$ cat src/rtl/fpdma_ctx_pkg.sv
// Shared types for the device-selected DMA context loader.
package fpdma_ctx_pkg;

    // Outcome of a looked-up request, one cycle after acceptance.
    typedef enum logic [1:0] {
        OUTC_NONE  = 2'd0,
        OUTC_START = 2'd1,
        OUTC_ERROR = 2'd2
    } outcome_e;

endpackage

$ cat src/rtl/fpdma_ctx_table.sv
// Tag-indexed slot table: one pointer and one valid bit per tag.
// Assumes NUM_TAGS == 2**TAG_W. Invalidation beats a write to the same
// slot. The read port is combinational on the registered contents, so a
// lookup at the edge of a write sees the old contents.
module fpdma_ctx_table #(
    parameter int unsigned TAG_W = 5,
    parameter int unsigned PTR_W = 32,
    localparam int unsigned NUM_TAGS = 1 << TAG_W
) (
    input  logic             clk,
    input  logic             rst_n,
    input  logic             wr_en,
    input  logic [TAG_W-1:0] wr_tag,
    input  logic [PTR_W-1:0] wr_ptr,
    input  logic             inv_en,
    input  logic [TAG_W-1:0] inv_tag,
    input  logic [TAG_W-1:0] rd_tag,
    output logic [PTR_W-1:0] rd_ptr,
    output logic             rd_valid
);

    logic [PTR_W-1:0] slot_ptr [NUM_TAGS];
    logic [NUM_TAGS-1:0] slot_vld;

    for (genvar g = 0; g < NUM_TAGS; g++) begin : g_slot
        // Per-slot update: reset, then invalidate, then write.
        always_ff @(posedge clk) begin
            if (!rst_n) begin
                slot_vld[g] <= 1'b0;
                slot_ptr[g] <= '0;
            end else if (inv_en && (inv_tag == TAG_W'(g))) begin
                slot_vld[g] <= 1'b0;
            end else if (wr_en && (wr_tag == TAG_W'(g))) begin
                slot_vld[g] <= 1'b1;
                slot_ptr[g] <= wr_ptr;
            end
        end
    end

    // Read port on the registered contents.
    always_comb begin
        rd_ptr   = slot_ptr[rd_tag];
        rd_valid = slot_vld[rd_tag];
    end

endmodule

$ cat src/rtl/fpdma_req_ctrl.sv
// Request handshake, lookup stage and engine-occupied tracking.
// Assumes dma_done is a pulse sent only after a start; a done that
// arrives with no start outstanding is ignored.
module fpdma_req_ctrl
    import fpdma_ctx_pkg::*;
#(
    parameter int unsigned TAG_W = 5,
    parameter int unsigned PTR_W = 32
) (
    input  logic             clk,
    input  logic             rst_n,
    input  logic             req_valid,
    output logic             req_ready,
    input  logic [TAG_W-1:0] req_tag,
    input  logic             req_dir,
    input  logic             dma_done,
    input  logic [PTR_W-1:0] rd_ptr,
    input  logic             rd_valid,
    output outcome_e         st_outc,
    output logic [PTR_W-1:0] st_ptr,
    output logic [TAG_W-1:0] st_tag,
    output logic             st_dir
);

    logic st_vld;
    logic st_hit;
    logic eng_busy;
    logic accept;

    assign req_ready = !st_vld && !eng_busy;
    assign accept    = req_valid && req_ready;

    // Lookup stage: capture the slot contents at acceptance.
    always_ff @(posedge clk) begin
        if (!rst_n) begin
            st_vld <= 1'b0;
            st_hit <= 1'b0;
            st_ptr <= '0;
            st_tag <= '0;
            st_dir <= 1'b0;
        end else begin
            st_vld <= accept;
            if (accept) begin
                st_hit <= rd_valid;
                st_ptr <= rd_ptr;
                st_tag <= req_tag;
                st_dir <= req_dir;
            end
        end
    end

    // Engine occupancy: set with a start, cleared by done.
    always_ff @(posedge clk) begin
        if (!rst_n) begin
            eng_busy <= 1'b0;
        end else if (st_vld && st_hit) begin
            eng_busy <= 1'b1;
        end else if (dma_done) begin
            eng_busy <= 1'b0;
        end
    end

    // Outcome decode for the output stage.
    always_comb begin
        if (!st_vld)     st_outc = OUTC_NONE;
        else if (st_hit) st_outc = OUTC_START;
        else             st_outc = OUTC_ERROR;
    end

endmodule

$ cat src/rtl/fpdma_ctx_out.sv
// Context output registers, start strobe and error report.
// The context holds its last loaded value until the next start.
module fpdma_ctx_out
    import fpdma_ctx_pkg::*;
#(
    parameter int unsigned TAG_W = 5,
    parameter int unsigned PTR_W = 32
) (
    input  logic             clk,
    input  logic             rst_n,
    input  outcome_e         st_outc,
    input  logic [PTR_W-1:0] st_ptr,
    input  logic [TAG_W-1:0] st_tag,
    input  logic             st_dir,
    output logic [PTR_W-1:0] ctx_ptr,
    output logic [TAG_W-1:0] ctx_tag,
    output logic             ctx_dir,
    output logic             dma_start,
    output logic             err_valid,
    output logic [TAG_W-1:0] err_tag
);

    // Load the engine context on a start outcome.
    always_ff @(posedge clk) begin
        if (!rst_n) begin
            ctx_ptr <= '0;
            ctx_tag <= '0;
            ctx_dir <= 1'b0;
        end else if (st_outc == OUTC_START) begin
            ctx_ptr <= st_ptr;
            ctx_tag <= st_tag;
            ctx_dir <= st_dir;
        end
    end

    // One-cycle strobes for start and error.
    always_ff @(posedge clk) begin
        if (!rst_n) begin
            dma_start <= 1'b0;
            err_valid <= 1'b0;
            err_tag   <= '0;
        end else begin
            dma_start <= (st_outc == OUTC_START);
            err_valid <= (st_outc == OUTC_ERROR);
            if (st_outc == OUTC_ERROR) err_tag <= st_tag;
        end
    end

endmodule

$ cat src/rtl/fpdma_ctx_sel.sv
// Top: device-selected DMA context loader. Software fills the slots, a
// device request names a tag, and the hardware loads the context and
// starts the engine two edges after acceptance.
module fpdma_ctx_sel
    import fpdma_ctx_pkg::*;
#(
    parameter int unsigned TAG_W = 5,
    parameter int unsigned PTR_W = 32
) (
    input  logic             clk,
    input  logic             rst_n,
    input  logic             wr_en,
    input  logic [TAG_W-1:0] wr_tag,
    input  logic [PTR_W-1:0] wr_ptr,
    input  logic             inv_en,
    input  logic [TAG_W-1:0] inv_tag,
    input  logic             req_valid,
    output logic             req_ready,
    input  logic [TAG_W-1:0] req_tag,
    input  logic             req_dir,
    output logic [PTR_W-1:0] ctx_ptr,
    output logic [TAG_W-1:0] ctx_tag,
    output logic             ctx_dir,
    output logic             dma_start,
    input  logic             dma_done,
    output logic             err_valid,
    output logic [TAG_W-1:0] err_tag
);

    logic [PTR_W-1:0] rd_ptr;
    logic             rd_valid;
    outcome_e         st_outc;
    logic [PTR_W-1:0] st_ptr;
    logic [TAG_W-1:0] st_tag;
    logic             st_dir;

    fpdma_ctx_table #(.TAG_W(TAG_W), .PTR_W(PTR_W)) u_table (
        .clk(clk), .rst_n(rst_n),
        .wr_en(wr_en), .wr_tag(wr_tag), .wr_ptr(wr_ptr),
        .inv_en(inv_en), .inv_tag(inv_tag),
        .rd_tag(req_tag), .rd_ptr(rd_ptr), .rd_valid(rd_valid)
    );

    fpdma_req_ctrl #(.TAG_W(TAG_W), .PTR_W(PTR_W)) u_ctrl (
        .clk(clk), .rst_n(rst_n),
        .req_valid(req_valid), .req_ready(req_ready),
        .req_tag(req_tag), .req_dir(req_dir), .dma_done(dma_done),
        .rd_ptr(rd_ptr), .rd_valid(rd_valid),
        .st_outc(st_outc), .st_ptr(st_ptr), .st_tag(st_tag), .st_dir(st_dir)
    );

    fpdma_ctx_out #(.TAG_W(TAG_W), .PTR_W(PTR_W)) u_out (
        .clk(clk), .rst_n(rst_n),
        .st_outc(st_outc), .st_ptr(st_ptr), .st_tag(st_tag), .st_dir(st_dir),
        .ctx_ptr(ctx_ptr), .ctx_tag(ctx_tag), .ctx_dir(ctx_dir),
        .dma_start(dma_start), .err_valid(err_valid), .err_tag(err_tag)
    );

endmodule

$ cat config.mk
export PLATFORM = sky130hd
export DESIGN_NAME = fpdma_ctx_sel
export DESIGN_NICKNAME = d
export VERILOG_FILES = /design/src/rtl/fpdma_ctx_pkg.sv /design/src/rtl/fpdma_ctx_table.sv /design/src/rtl/fpdma_req_ctrl.sv /design/src/rtl/fpdma_ctx_out.sv /design/src/rtl/fpdma_ctx_sel.sv
export SDC_FILE = /design/constraint.sdc
export NUM_CORES = 2
export LEC_CHECK = 0
export BUFFER_PORTS_ARGS = -buffer_cell sky130_fd_sc_hd__buf_2
export CORE_MARGIN = 2
export CORE_UTILIZATION = 35
export CTS_BUF_LIST = sky130_fd_sc_hd__clkbuf_16
export DETAILED_ROUTE_END_ITERATION = 12
export GPL_ROUTABILITY_DRIVEN = 0
export GPL_TIMING_DRIVEN = 0
export PLACE_DENSITY = 0.56
export SETUP_SLACK_MARGIN = 0.4
export SLEW_MARGIN = 20
export SYNTH_ARGS = -nofsm -noshare
export SYNTH_HDL_FRONTEND = slang
export SYNTH_SLANG_ARGS = --single-unit
$ cat constraint.sdc
create_clock -name clk -period 5.1 [get_ports clk]
set_clock_uncertainty 0.2 [all_clocks]
set_input_delay 0.255 -clock clk [delete_from_list [all_inputs] [get_ports clk]]
set_output_delay 0.255 -clock clk [all_outputs]
set_load 0.03 [all_outputs]
Word level (Yosys, flattened, before mapping)
Memories as Yosys holds them, arrays and structs flattened. A register that Yosys moved wholly into a read port is not among the register bits.
Cells that the tools add are included.
{ "totals": {"regBits": 86, "mem_bits_rw": 1024, "input_bits": 54, "out_inout_bits": 46, "word_cells": 414, "mem_count": 1} }
{ "memory_table": {"columns": ["name", "depth", "width", "rd", "rd_clocked_by_memory_dff", "wr", "line", "text"], "rows": [
  ["u_table.slot_ptr", 32, 32, 1, 1, 32, "fpdma_ctx_table.sv:22", "logic [PTR_W-1:0] slot_ptr [NUM_TAGS];"]
]} }
{ "classes": {"order_cmp": 1, "n_eq_ne": 64, "muxes": 167, "bitwise_logic": 33, "n_reduce_logical": 105} }
{ "op_table": {"columns": ["cell", "count"], "rows": [
  ["two-way mux 32 bit", 32],
  ["== test 5 bit (second input constant)", 32],
  ["two-way mux 1 bit", 132],
  ["== test 5 x 4 -> 1 bit (second input constant)", 16],
  ["logical AND 1 bit", 67],
  ["OR reduction 2 bit", 32],
  ["== test 5 x 3 -> 1 bit (second input constant)", 8],
  ["OR 1 bit", 32],
  ["== test 5 x 2 -> 1 bit (second input constant)", 4],
  ["== test 5 x 1 -> 1 bit (second input constant)", 2],
  ["logical NOT 5 bit", 2],
  ["less-than comparator 5 x 6 -> 1 bit (second input constant)", 1],
  ["binary-select mux 1 bit (select 5 bit)", 1],
  ["two-way mux 2 bit", 2],
  ["logical NOT 1 bit", 3],
  ["== test 2 x 1 -> 1 bit (second input constant)", 1],
  ["== test 2 bit (second input constant)", 1],
  ["nonzero test 2 bit", 1],
  ["inverter 1 bit", 1]
]} }

Longest topological paths before layout
{ "logic_depth": {"word_depth": 7, "mapped_depth": 8, "ltp_nobuf": 4} }

By module
A second synthesis with hierarchy kept.
{ "unflattened": {"hier_cells": 4051, "hier_area_um2": 52102.5} }
{ "modules_own_cells": {"columns": ["module", "instances", "cells_each", "area_each_um2"], "rows": [
  ["fpdma_ctx_table", 1, 3684, 48680.4],
  ["fpdma_ctx_out", 1, 189, 1756.7],
  ["fpdma_req_ctrl", 1, 178, 1665.3]
]} }

Worst setup path before layout
No wires, ideal clock.
{ "synth_path": {"path_kind": "input-to-reg", "start": "input port wr_tag[3]", "end": "memory u_table.slot_ptr[3][0], enable pin", "setup_ps": 470, "arrival_ps": 3346, "required_ps": 4430, "path_slack_ps": 1084, "cell_stages": 4, "cell_sequence": "clkbuf_1 > nor2b_2 > nand2_1 > o31ai_1"} }
{ "synth_rtl": {"columns": ["item", "line", "text"], "rows": [
  ["start: declaration", "fpdma_ctx_sel.sv:13", "input logic [TAG_W-1:0] wr_tag,"],
  ["end: declaration", "fpdma_ctx_table.sv:22", null]
]} }

Worst setup path in the final report
{ "layout_path": {"start": "register u_ctrl.eng_busy", "end": "register u_ctrl.st_ptr[4], read port of u_table.slot_ptr"} }
{ "layout_via": {"elab_chain_cells": 3} }
{ "layout_lines": {"columns": ["item", "line", "text"], "rows": [
  ["start: declaration", "fpdma_req_ctrl.sv:27", "logic eng_busy;"],
  ["start signal: assignment", "fpdma_req_ctrl.sv:55", "eng_busy <= 1'b0;"],
  ["start signal: assignment", "fpdma_req_ctrl.sv:57", "eng_busy <= 1'b1;"],
  ["start signal: assignment", "fpdma_req_ctrl.sv:59", "eng_busy <= 1'b0;"],
  ["logical NOT 1 bit", "fpdma_req_ctrl.sv:30", "assign req_ready = !st_vld && !eng_busy;"],
  ["logical AND 1 bit", "fpdma_req_ctrl.sv:30", null],
  ["logical AND 1 bit", "fpdma_req_ctrl.sv:31", "assign accept = req_valid && req_ready;"],
  ["end: declaration", "fpdma_req_ctrl.sv:20", "output logic [PTR_W-1:0] st_ptr,"]
]} }
Every way passes these cells.
A chain may end at the register's enable or synchronous reset.

==> impl_metrics.ini <==
[run_status]
status = completed

[yosys]
ys_async_sr_fraction = 0
netlist_area_sq_mm = 0.0511
synthMostInstantiatedCell = and2_1
synth.top_cells.by_count = and2_1 (1,026), edfxtp_1 (1,024), mux4_2 (264), clkbuf_1 (249), dfxtp_1 (118)
yosys_warnings = 0
yosys.area.top_type = edfxtp_1
synthTopCellsByArea = edfxtp_1 (60%), and2_1 (13%), mux4_2 (12%), dfxtp_1 (4.6%), mux2i_1 (2.0%)
synth.avg_cell_area_sq_um = 15.0
ys_types = 43
yosysSeqAreaShare = 0.648
synthFlopType = edfxtp_1
postSynthCellCount = 3406
synth_edf_count = 1024
syn_nets = 3460
synth_largest_type_area_fraction = 0.602
synth_seq_cells = 1142

[placed_design]
place_hpwl_microns = 139000
port_buffers = 93
dp_slack_ns = 1.17

[clock_tree]
clock_path_buffers = 3
cts.sinks = 1142
cts_max_level = 3
worstSkewPairLatency_ns = 0.75
ctsResizeCount = 0
clk_pin_slew_worst_paths_ns = 0.06
cts_tree = done
cts-buffers-inserted = 118
root_buffer = clkbuf_16

[worst_setup_path]
start_kind = flip-flop
criticalPathCategory = reg2reg
setup.worst_path.end_class = flip-flop
worstPathArrival_ns = 4.38
cp_max_fo = 10
cp_data_required_time_ns = 5.60

[global_route]
gr-usage-all-layers = 0.267
grt_pass1_wl_microns = 270000
grt_max_degree = 16
overflow = 0
grt_pass1_vias = 32318
antenna_found_initial = 27

[cells_and_area]
n_fill_cell = 13201
fin_nets = 3849
area_growth_pct = 18.2
utilization = 0.416
drive_gt1_frac = 0.203

[floorplanning]
die_x_microns = 386
io_pins = 100
die-area_sq_mm = 0.149
row_count = 140
core_area_sq_mm = 0.145
die_h_microns = 386
start_util = 0.352

[job]
maxCapViolCount = 0

[sta]
period_needed_ns = 3.89
worst_pin_slew_ns = 1.35
setup_ws_ns = 1.21
hold_viol_final = 0
setup_viol = 0
slew_violations = 0
min_period_over_period = 0.762
rsz0062_at_grt = no
slew_headroom = 0.0952
fmax_ghz = 0.257

[power_and_ir_drop]
p_clk_frac = 0.395
leakagePower_nw = 21.0
p_int_w = 0.0159
swShare = 0.245
power_frac_comb = 0.093
power_frac_seq = 0.513
p_total_w = 0.0211
peakVddDrop_uv = 262
cellPowerDensity_mw_per_mm2 = 350
switchingPower_w = 0.00517

[drt]
routed_via_density = 5.74
drt-total-wl_microns = 200000
drc = 0
wl_per_cell_microns = 34.3
dr.pass1.iters = 6
first_iter_violations = 5230
dr_total_vias = 33430
antenna_left = 0

[min_path]
hold_class = in2reg
area by class of cell:
type                    instances  area, sq um  share of cell area
diodes                         16         40.0            0.000663
plain buffers                 330         1510              0.0250
clock buffers                 121         3030              0.0502
clock inverters                99          593             0.00983
inverters                       1         3.75           0.0000622
multi-input cells            1933        17000               0.281
flip-flops and latches       1142        33100               0.549
well taps                    1917         2400              0.0397
repair buffers                269         2710              0.0449
sequential cells by signal (all words and copies together), names as in the netlist, 5 cells and up:
signal            cells
u_out.err_tag         5
u_ctrl.st_tag         5
u_out.ctx_ptr        32
u_ctrl.st_ptr        32
u_out.ctx_tag         5
u_table.slot_ptr   1024
u_table.slot_vld     32
routing by layer:
layer  vias up  routed length [microns]  global-route usage
met5         -                       53                   0
met4         8                    11100               0.125
met3       494                    23800              0.0721
met2      2266                    88800               0.405
met1     17279                    76500               0.357
li1      13383                        -                   -
power by group through the flow:
stage | clock network [W] | registers [W] | logic [W]
2_1_floorplan | 0 | 0.0110 | 0.000943
5_1_grt | 0.00869 | 0.0109 | 0.00199
3_5_place_dp | 0 | 0.0110 | 0.00188
4_1_cts | 0.00836 | 0.0108 | 0.00192
6_report | 0.00833 | 0.0108 | 0.00196
3_3_place_gp | 0 | 0.0111 | 0.00168
final timing paths:
check / startpoint / endpoint / slack [ns] / cells past startpoint
max: u_ctrl.eng_busy / u_ctrl.st_ptr[4] / 1.21 / 6
min: wr_tag[3] / u_table.slot_vld[10] / 0.04 / 5
max reg2reg: u_ctrl.eng_busy / u_ctrl.st_ptr[4] / 1.21 / 6
min reg2reg: u_out.ctx_ptr[17] / u_out.ctx_ptr[17] / 0.25 / 2
worst max-delay path, stage by stage (launching register included):
cell and delay (ns):
dfxtp_1 0.48, nor2b_1 0.32, clkbuf_1 0.73, nand3_1 0.71, clkbuf_2 0.66, o22ai_1 0.54
o21a_1 0.16
layout by cell type (no fill, tap or decap), drive strengths merged:
master       synthesis  final
inv                  1     46
nor4bb               1      1
and2b                1      1
nor3b                3      3
nand3               39     39
dlygate4sd3          0     52
o22ai               35     35
nand2b              10     10
a21oi               77     77
and4b                2      2
o21ai               12     12
nor2                50     50
nor3                59     59
nor2b                6      6
clkinvlp             0      2
mux4               264    264
or2                  3      3
or3b                 1      1
and2              1026   1026
or4b                 1      1
o211ai              33     33
nand4                2      2
diode                0     16
o21a                33     33
a32oi               33     33
mux2i              100    100
nand2              104    104
bufinv               0      6
nand4b               3      3
clkbuf             250    372
and3                 1      1
buf                 80    296
clkinv               0     46
nand4bb              3      3
and4bb               1      1
nor4                 1      1
o31ai               28     28
edfxtp            1024   1024
dfxtp              118    118
and4                 1      1
metrics by stage:
stage / area [sq um] / TNS (ns) / hold WS (ns) / cells
floorplan: 51100 / 0 / 0.191 / 3406
CTS: 60300 / 0 / 0.00374 / 5811
global route: 60300 / 0 / 0.0651 / 5813
finish: 60400 / 0 / 0.0420 / 5828
detailed placement: 56100 / 0 / 0.244 / 5539
global placement: 53900 / -3357.53 / 0.247 / 5416
kinds of logic after synthesis:
| kind of cell | synth area share |
|---|---|
| AOI/OAI and AO/OA | 0.0325 |
| buffers and inverters | 0.0292 |
| DFF | 0.648 |
| muxes | 0.136 |
| and+or+nand+nor | 0.154 |
timing repair:
| item | CTS | global route |
|---|---|---|
| hold buffers | 52 | 0 |
| setup buffers | 0 | 0 |
| hold endpoints to repair | 330 | 0 |
(Power assumes the default switching activity.)
